**src/rtl/qmas_pkg.sv**
```systemverilog
package qmas_pkg;
    localparam int NLANE = 4;
    localparam int NSET  = 4;

    typedef enum logic {
        OP_ADD = 1'b0,
        OP_SUB = 1'b1
    } qmas_op_e;

    // controls that travel with the products through the pipeline stage
    typedef struct packed {
        logic       sgn_a;
        logic       sgn_b;
        logic [1:0] sub;
    } qmas_ctrl_t;

    localparam int CTRL_W = $bits(qmas_ctrl_t);
endpackage

```
**src/rtl/qmas_stage.sv**
```systemverilog
// Optional register: present when EN != 0, a wire otherwise.
module qmas_stage #(
    parameter int W   = 8,
    parameter int EN  = 1,
    parameter int SET = 0
) (
    input  logic                     clk,
    input  logic [qmas_pkg::NSET-1:0] ce_i,
    input  logic [qmas_pkg::NSET-1:0] rst_i,
    input  logic [W-1:0]             d_i,
    output logic [W-1:0]             q_o
);
    generate
        if (EN != 0) begin : g_reg
            logic [W-1:0] q_r;
            always_ff @(posedge clk) begin
                if (rst_i[SET])
                    q_r <= '0;
                else if (ce_i[SET])
                    q_r <= d_i;
            end
            assign q_o = q_r;
        end else begin : g_byp
            assign q_o = d_i;
        end
    endgenerate
endmodule

```
**src/rtl/qmas_mul.sv**
```systemverilog
// Multiplier with per-operand sign handling. The product is exact in A_W+B_W bits.
module qmas_mul #(
    parameter int A_W = 8,
    parameter int B_W = 8
) (
    input  logic [A_W-1:0]     a_i,
    input  logic [B_W-1:0]     b_i,
    input  logic               sa_i,
    input  logic               sb_i,
    output logic [A_W+B_W-1:0] p_o
);
    localparam int P_W = A_W + B_W;

    logic [P_W-1:0] a_x;
    logic [P_W-1:0] b_x;

    assign a_x = {{(P_W-A_W){sa_i & a_i[A_W-1]}}, a_i};
    assign b_x = {{(P_W-B_W){sb_i & b_i[B_W-1]}}, b_i};
    assign p_o = a_x * b_x;
endmodule

```
**src/rtl/qmas_addsub.sv**
```systemverilog
// One-bit-growth adder/subtractor; each operand is extended by its own flag.
module qmas_addsub #(
    parameter int W = 16
) (
    input  logic              [W-1:0] x_i,
    input  logic              [W-1:0] y_i,
    input  logic                      sx_i,
    input  logic                      sy_i,
    input  qmas_pkg::qmas_op_e        op_i,
    output logic              [W:0]   r_o
);
    logic [W:0] x_e;
    logic [W:0] y_e;

    assign x_e = {sx_i & x_i[W-1], x_i};
    assign y_e = {sy_i & y_i[W-1], y_i};

    always_comb begin
        if (op_i == qmas_pkg::OP_SUB)
            r_o = x_e - y_e;
        else
            r_o = x_e + y_e;
    end
endmodule

```
**src/rtl/qmas_top.sv**
```systemverilog
module qmas_top
    import qmas_pkg::*;
#(
    parameter int         A_W      = 8,
    parameter int         B_W      = 8,
    parameter int         A_IN_EN  = 1,
    parameter int         A_IN_SET = 0,
    parameter int         B_IN_EN  = 1,
    parameter int         B_IN_SET = 1,
    parameter int         PIPE_EN  = 1,
    parameter int         PIPE_SET = 2,
    parameter int         OUT_EN   = 1,
    parameter int         OUT_SET  = 3,
    parameter logic [3:0] A_CASC   = 4'b0000,
    parameter logic [3:0] B_CASC   = 4'b0000,
    localparam int        P_W      = A_W + B_W,
    localparam int        Y_W      = P_W + 2
) (
    input  logic                   clk,
    input  logic [NSET-1:0]        ce_i,
    input  logic [NSET-1:0]        rst_i,
    input  logic [NLANE*A_W-1:0]   a_i,
    input  logic [NLANE*B_W-1:0]   b_i,
    input  logic                   sign_a_i,
    input  logic                   sign_b_i,
    input  logic [1:0]             sub_i,
    input  logic [A_W-1:0]         sra_i,
    input  logic [B_W-1:0]         srb_i,
    output logic [A_W-1:0]         sra_o,
    output logic [B_W-1:0]         srb_o,
    output logic [Y_W-1:0]         y_o
);
    logic [A_W-1:0] a_src [NLANE];
    logic [A_W-1:0] a_q   [NLANE];
    logic [B_W-1:0] b_src [NLANE];
    logic [B_W-1:0] b_q   [NLANE];
    logic [P_W-1:0] p_d   [NLANE];
    logic [P_W-1:0] p_q   [NLANE];

    // control bits captured with the A and B operands
    logic [2:0] a_ctl_q;
    logic       b_ctl_q;
    qmas_ctrl_t ctl_d;
    qmas_ctrl_t ctl_q;

    qmas_stage #(.W(3), .EN(A_IN_EN), .SET(A_IN_SET)) u_actl (
        .clk(clk), .ce_i(ce_i), .rst_i(rst_i),
        .d_i({sign_a_i, sub_i}), .q_o(a_ctl_q)
    );
    qmas_stage #(.W(1), .EN(B_IN_EN), .SET(B_IN_SET)) u_bctl (
        .clk(clk), .ce_i(ce_i), .rst_i(rst_i),
        .d_i(sign_b_i), .q_o(b_ctl_q)
    );

    // input stages with optional cascade source per lane
    for (genvar k = 0; k < NLANE; k++) begin : g_lane
        if (A_CASC[k]) begin : g_acas
            if (k == 0) begin : g_first
                assign a_src[k] = sra_i;
            end else begin : g_next
                assign a_src[k] = a_q[k-1];
            end
        end else begin : g_apar
            assign a_src[k] = a_i[k*A_W +: A_W];
        end

        if (B_CASC[k]) begin : g_bcas
            if (k == 0) begin : g_first
                assign b_src[k] = srb_i;
            end else begin : g_next
                assign b_src[k] = b_q[k-1];
            end
        end else begin : g_bpar
            assign b_src[k] = b_i[k*B_W +: B_W];
        end

        qmas_stage #(.W(A_W), .EN(A_IN_EN), .SET(A_IN_SET)) u_areg (
            .clk(clk), .ce_i(ce_i), .rst_i(rst_i),
            .d_i(a_src[k]), .q_o(a_q[k])
        );
        qmas_stage #(.W(B_W), .EN(B_IN_EN), .SET(B_IN_SET)) u_breg (
            .clk(clk), .ce_i(ce_i), .rst_i(rst_i),
            .d_i(b_src[k]), .q_o(b_q[k])
        );

        qmas_mul #(.A_W(A_W), .B_W(B_W)) u_mul (
            .a_i(a_q[k]), .b_i(b_q[k]),
            .sa_i(a_ctl_q[2]), .sb_i(b_ctl_q),
            .p_o(p_d[k])
        );

        qmas_stage #(.W(P_W), .EN(PIPE_EN), .SET(PIPE_SET)) u_preg (
            .clk(clk), .ce_i(ce_i), .rst_i(rst_i),
            .d_i(p_d[k]), .q_o(p_q[k])
        );
    end

    assign sra_o = a_q[NLANE-1];
    assign srb_o = b_q[NLANE-1];

    assign ctl_d.sgn_a = a_ctl_q[2];
    assign ctl_d.sgn_b = b_ctl_q;
    assign ctl_d.sub   = a_ctl_q[1:0];

    qmas_stage #(.W(CTRL_W), .EN(PIPE_EN), .SET(PIPE_SET)) u_cpipe (
        .clk(clk), .ce_i(ce_i), .rst_i(rst_i),
        .d_i(ctl_d), .q_o(ctl_q)
    );

    // pair stage and final summation
    logic           prod_sgn;
    logic [P_W:0]   pair0;
    logic [P_W:0]   pair1;
    logic [Y_W-1:0] sum_d;
    qmas_op_e       op0;
    qmas_op_e       op1;

    assign prod_sgn = ctl_q.sgn_a | ctl_q.sgn_b;
    assign op0      = qmas_op_e'(ctl_q.sub[0]);
    assign op1      = qmas_op_e'(ctl_q.sub[1]);

    qmas_addsub #(.W(P_W)) u_pair0 (
        .x_i(p_q[0]), .y_i(p_q[1]), .sx_i(prod_sgn), .sy_i(prod_sgn),
        .op_i(op0), .r_o(pair0)
    );
    qmas_addsub #(.W(P_W)) u_pair1 (
        .x_i(p_q[2]), .y_i(p_q[3]), .sx_i(prod_sgn), .sy_i(prod_sgn),
        .op_i(op1), .r_o(pair1)
    );
    // a pair result can be negative when signed or when it subtracts
    qmas_addsub #(.W(P_W+1)) u_final (
        .x_i(pair0), .y_i(pair1),
        .sx_i(prod_sgn | ctl_q.sub[0]), .sy_i(prod_sgn | ctl_q.sub[1]),
        .op_i(OP_ADD), .r_o(sum_d)
    );

    qmas_stage #(.W(Y_W), .EN(OUT_EN), .SET(OUT_SET)) u_oreg (
        .clk(clk), .ce_i(ce_i), .rst_i(rst_i),
        .d_i(sum_d), .q_o(y_o)
    );
endmodule

```
**config.mk**
```make
export PLATFORM = sky130hd
export DESIGN_NAME = qmas_top
export DESIGN_NICKNAME = d
export VERILOG_FILES = /design/src/rtl/qmas_pkg.sv /design/src/rtl/qmas_stage.sv /design/src/rtl/qmas_mul.sv /design/src/rtl/qmas_addsub.sv /design/src/rtl/qmas_top.sv
export SDC_FILE = /design/constraint.sdc
export NUM_CORES = 1
export LEC_CHECK = 0
export BUFFER_PORTS_ARGS = -buffer_cell sky130_fd_sc_hd__buf_2
export CORE_AREA = 2 2 200 202
export DETAILED_ROUTE_END_ITERATION = 6
export DIE_AREA = 0 0 202 204
export GPL_TIMING_DRIVEN = 0
export PLACE_DENSITY_LB_ADDON = 0.08
export SYNTH_ARGS = -nofsm -noshare
export SYNTH_HDL_FRONTEND = slang
export SYNTH_SLANG_ARGS = --single-unit
export TNS_END_PERCENT = 1
```
**constraint.sdc**
```tcl
create_clock -name clk -period 5.8 [get_ports clk]
set_input_delay 0.58 -clock clk [delete_from_list [all_inputs] [get_ports clk]]
set_output_delay 0.58 -clock clk [all_outputs]
set_load 0.02 [all_outputs]
```
==> tab_implementation.tex <==
\begin{tabular}{lr}
\hline
Metric & Value \\
\hline
\multicolumn{2}{l}{\textbf{Outcome}} \\
\quad Outcome & finished, final reports clean \\
\multicolumn{2}{l}{\textbf{Final layout}} \\
\quad Post-Route Utilization & 54.03\% \\
\quad Fraction of layout cells with a size suffix above 1 & 8.123\% \\
\quad Antenna cells & 0 \\
\quad Net count of the finished layout & 2894 \\
\quad Combined area of the multi-input logic cells & 14420 um\^{}2 \\
\quad Register area & 3092 um\^{}2 \\
\quad Layout fillers & 3716 \\
\quad Final instance area & 21170 um\^{}2 \\
\quad Synthesis-to-layout area growth & 9.216\% \\
\multicolumn{2}{l}{\textbf{Floorplan}} \\
\quad Starting utilization of the core area & 49.47\% \\
\quad Height of the die & 204 um \\
\quad Die Wd & 202 um \\
\quad Floorplan die area & 41210 um\^{}2 \\
\quad I/O Pins & 127 \\
\quad Row Count & 73 \\
\quad Core ar. & 39180 um\^{}2 \\
\multicolumn{2}{l}{\textbf{Clocking}} \\
\quad TritonCTS buffer count & 17 \\
\quad CTS tree & yes \\
\quad H-tree depth reported by CTS & 4 \\
\quad Root cell of the clock tree & clkbuf\_16 \\
\quad CTS clk-pin slew, worst paths & 0.07 ns \\
\quad Worst-Skew Late Latency & 0.45 ns \\
\quad Post-CTS Setup Inserts & 0 \\
\quad Hold buffers post-CTS & 0 \\
\quad Sink count of the clock tree & 154 \\
\quad Max Root-Sink Buffers & 2 \\
\multicolumn{2}{l}{\textbf{Hold path}} \\
\quad Worst Hold Depth & 3 \\
\quad Hold endpoint & g\_lane[0].u\_areg.q\_o[5] \\
\quad Hold wc startpoint & a\_i[5] \\
\quad Tightest Hold Check Type & in -> reg \\
\multicolumn{2}{l}{\textbf{GRT}} \\
\quad First-pass GRT wire length & 77.05 mm \\
\quad Total global routing track utilization & 23.69\% \\
\quad Maximum number of pins on one net before global-route repair & 17 \\
\quad Gr ovfl total & 0 \\
\quad Number of antenna violations at the first check in global routing & 1 \\
\quad Number of global-route vias before repair & 14930 \\
\multicolumn{2}{l}{\textbf{Logic synthesis}} \\
\quad Syn\_area\_per\_cell & 8.601 um\^{}2 \\
\quad Sequential fraction of the synthesis area & 15.90\% \\
\quad Count of different cell masters after synthesis & 65 \\
\quad Number of warnings printed during yosys synthesis & 0 \\
\quad Number of register bits inferred by synthesis & 154 \\
\quad Total nets after synthesis & 2785 \\
\quad Most instantiated flip-flop cell in the synthesis netlist & dfxtp\_1 \\
\quad Proportion of synthesized flip-flops having asynchronous set or reset & 0\% \\
\quad Count of flip-flops with a built-in enable after synthesis & 0 \\
\quad Cells after Synth & 2254 \\
\quad Cell area after technology mapping & 19390 um\^{}2 \\
\multicolumn{2}{l}{\textbf{Worst setup path}} \\
\quad Required time at the worst-slack endpoint & 6.14 ns \\
\quad CP max stage cell & fa\_1 \\
\quad Largest incremental delay on the critical path & 0.51 ns \\
\quad Highest fanout seen on the critical path & 10 \\
\quad Cell class contributing the biggest share of worst-path delay & adder cells \\
\quad Cell Chain, Critical Path & clkbuf\_1, nand2\_1, fa\_1, fa\_1, inv\_1, ha\_1, inv\_1, fa\_1, inv\_1, ha\_1, ha\_1, inv\_1, fa\_1, nor2b\_1, o21ai\_0, a21oi\_1, o21ai\_0, a21boi\_0, o21a\_1, o211ai\_1, and4\_1, o311a\_1 \\
\quad Element type at the critical path end & flop \\
\quad Logic depth of the worst register-to-register path & 22 \\
\quad Worst Path Arrival & 5.85 ns \\
\quad Critical path buffer and inverter count & 5 \\
\quad Reg-to-Reg End & g\_lane[2].u\_preg.q\_o[15] \\
\quad Slack of the worst reg-to-reg path & 0.29 ns \\
\quad Launch instance of the worst register-to-register path & g\_lane[2].u\_breg.q\_o[2] \\
\quad Critical Path Start Type & flop \\
\quad Crit path kind & reg -> reg \\
\multicolumn{2}{l}{\textbf{Route}} \\
\quad Post-route DRC violation count & 0 \\
\quad Detailed Routing Iterations Pass 1 & 5 \\
\quad Via count & 14960 \\
\quad WL/cell & 16.23 um \\
\quad Number of DRC violations after detailed-routing iteration 0 & 800 \\
\quad Via-per-instance ratio & 5.156 \\
\quad Count of antenna-violating nets left after detailed routing & 0 \\
\quad Total length of routed wires & 47.07 mm \\
\multicolumn{2}{l}{\textbf{Timing}} \\
\quad Final-report hold violation count & 0 \\
\quad RSZ-0062 raised after global routing & yes \\
\quad Crit share post-route & 95.08\% \\
\quad Upper clock frequency limit & 0.1813 GHz \\
\quad Number of setup violations in the final report & 0 \\
\quad Final worst path period need & 5.514 ns \\
\quad Setup skew after layout & 0.009510 ns \\
\quad Tightest slew margin relative to the limit & 14.34\% \\
\quad Slew of the pin with the lowest slew margin & 1.285 ns \\
\quad Count of final max-slew check failures & 0 \\
\multicolumn{2}{l}{\textbf{Place}} \\
\quad Placed standard-cell area & 20560 um\^{}2 \\
\quad Port Buffers & 103 \\
\quad DPL Wire Length & 38.26 mm \\
\quad Final weighted congestion in routability-driven placement & 0.8372 \\
\multicolumn{2}{l}{\textbf{Power}} \\
\quad Leak Pwr & 10.67 nW \\
\quad Largest voltage drop on the vdd net & 0.2159 mV \\
\quad Areal power density over the cells & 221.0 nW/um\^{}2 \\
\multicolumn{2}{l}{\textbf{Run}} \\
\quad Max-capacitance violation count & 0 \\
\hline
\end{tabular}
cell usage after synthesis, types with 9 or more instances:
cell,count,area (um^2)
nor3b_1,9,67.56
inv_1,366,1374
nand2_1,216,810.8
nand3_1,19,95.09
xnor2_1,89,779.5
o21a_1,11,82.58
fa_1,255,5105
a21o_1,14,105.1
buf_4,16,120.1
and2_1,134,838.3
and3_1,9,56.30
ha_1,183,2290
dfxtp_1,154,3083
mux2i_1,109,1091
a31oi_1,10,62.56
buf_1,13,48.80
a21oi_1,87,435.4
or3_1,11,68.82
nor2_1,204,765.7
xor2_1,21,183.9
nand3b_1,9,67.56
clkbuf_1,95,356.6
nor2b_1,20,125.1
o21ai_0,50,250.2
nor3_1,32,160.2
or2_2,12,75.07
cell families (layout without fill, tap and decap cells):
| logic type | count (synthesis) | after routing | synth area share (%) |
|---|---|---|---|
| AOI/OAI and AO/OA | 243 | 243 | 7.964 |
| buffers and inverters | 491 | 613 | 9.823 |
| adders and majority gates | 438 | 438 | 38.14 |
| muxes | 110 | 110 | 5.686 |
| and+or+nand+nor | 708 | 708 | 17.51 |
| xor gates and xnor gates | 110 | 110 | 4.970 |
| DFF | 154 | 154 | 15.90 |
state kept, by name (all words and copies together), names as in the netlist:
signal,flops
g_lane.u_areg.q_o,32
g_lane.u_breg.q_o,32
g_lane.u_preg.q_o,64
u_actl.q_o,3
u_bctl.q_o,1
u_cpipe.q_o,4
u_oreg.q_o,18
stage by stage:
step / cells / TNS [ns] / total power, W / worst slack [ns] / hold WS (ns)
after floorplan: 2254 / 0 / 0.002958 / 0.6460 / 0.4410
after global placement: 2882 / -3.951 / 0.003445 / -0.5252 / 0.4529
after detailed placement: 2882 / -4.819 / 0.003482 / -0.5930 / 0.4598
after CTS: 2913 / 0 / 0.004694 / 0.05349 / 0.3414
after global routing: 2901 / -0.01684 / 0.005028 / -0.01684 / 0.3518
final: 2901 / 0 / 0.004678 / 0.2855 / 0.3586
final cells by class:
class / count / share of cell area, %
Clock inverter: 10 / 0.5437
Multi-Input combinational cell: 1609 / 68.12
Inverter: 366 / 6.489
Sequential cell: 154 / 14.60
Timing Repair Buffer: 103 / 2.435
Tap cell: 525 / 3.102
Buffer: 112 / 2.376
Clock buffer: 22 / 2.334
power by group:
part           leakage, nW  switching [W]  total (W)  internal (W)
combinational         9.11        0.00130    0.00226      0.000961
clock                0.294       0.000503    0.00119      0.000690
sequential            1.26      0.0000802    0.00123       0.00115
worst reg2reg max path: stages, from the launching register on:
cell,delay [ns]
dfxtp_1,0.30
clkbuf_1,0.43
nand2_1,0.13
fa_1,0.48
fa_1,0.51
inv_1,0.04
ha_1,0.26
inv_1,0.04
fa_1,0.49
inv_1,0.05
ha_1,0.28
ha_1,0.19
inv_1,0.07
fa_1,0.43
nor2b_1,0.15
o21ai_0,0.12
a21oi_1,0.20
o21ai_0,0.12
a21boi_0,0.27
o21a_1,0.20
o211ai_1,0.12
and4_1,0.24
o311a_1,0.29
routing by layer:
layer,wire [um],track usage (%),share of wire (%)
met1,22620,33.02,48
met2,22010,39.16,47
met3,1538,2.726,3.3
met4,894,6.329,1.9
met5,11,0,0.023
worst max path at each step:
stage                             from                        to  slack [ns]  depth (start not counted)
4_1_cts                  u_actl.q_o[2]  g_lane[1].u_preg.q_o[13]        0.05                         21
2_1_floorplan  g_lane[0].u_breg.q_o[7]  g_lane[0].u_preg.q_o[15]        0.65                         20
3_5_place_dp             u_actl.q_o[2]  g_lane[1].u_preg.q_o[13]       -0.59                         21
5_1_grt        g_lane[2].u_breg.q_o[2]  g_lane[2].u_preg.q_o[15]       -0.02                         22
6_report       g_lane[2].u_breg.q_o[2]  g_lane[2].u_preg.q_o[15]        0.29                         22
3_3_place_gp             u_actl.q_o[2]  g_lane[3].u_preg.q_o[15]       -0.53                         20
what timing repair did:
item | in CTS | in global routing
gates cloned | 0 | 0
gates resized for setup | 10 | 28
setup endpoints to repair | 17 | 12
cells in the final DEF, fill, tap and decap left out, drive strengths merged, types with 7 or more instances in the layout:
master	instances
xnor2	89
and3	9
nor3b	9
o31a	7
buf	134
dfxtp	154
nor2	204
a31oi	10
a211oi	7
xor2	21
and2	134
o21a	11
fa	255
a21oi	87
clkbuf	103
inv	366
or3	11
o21ai	51
nand3b	9
nand3	19
ha	183
mux2i	109
or2	12
a21o	14
nor2b	20
nand2b	7
nor3	32
a21boi	7
nand2	216
o211ai	7
No activity file was read; power rests on OpenSTA's default activity.
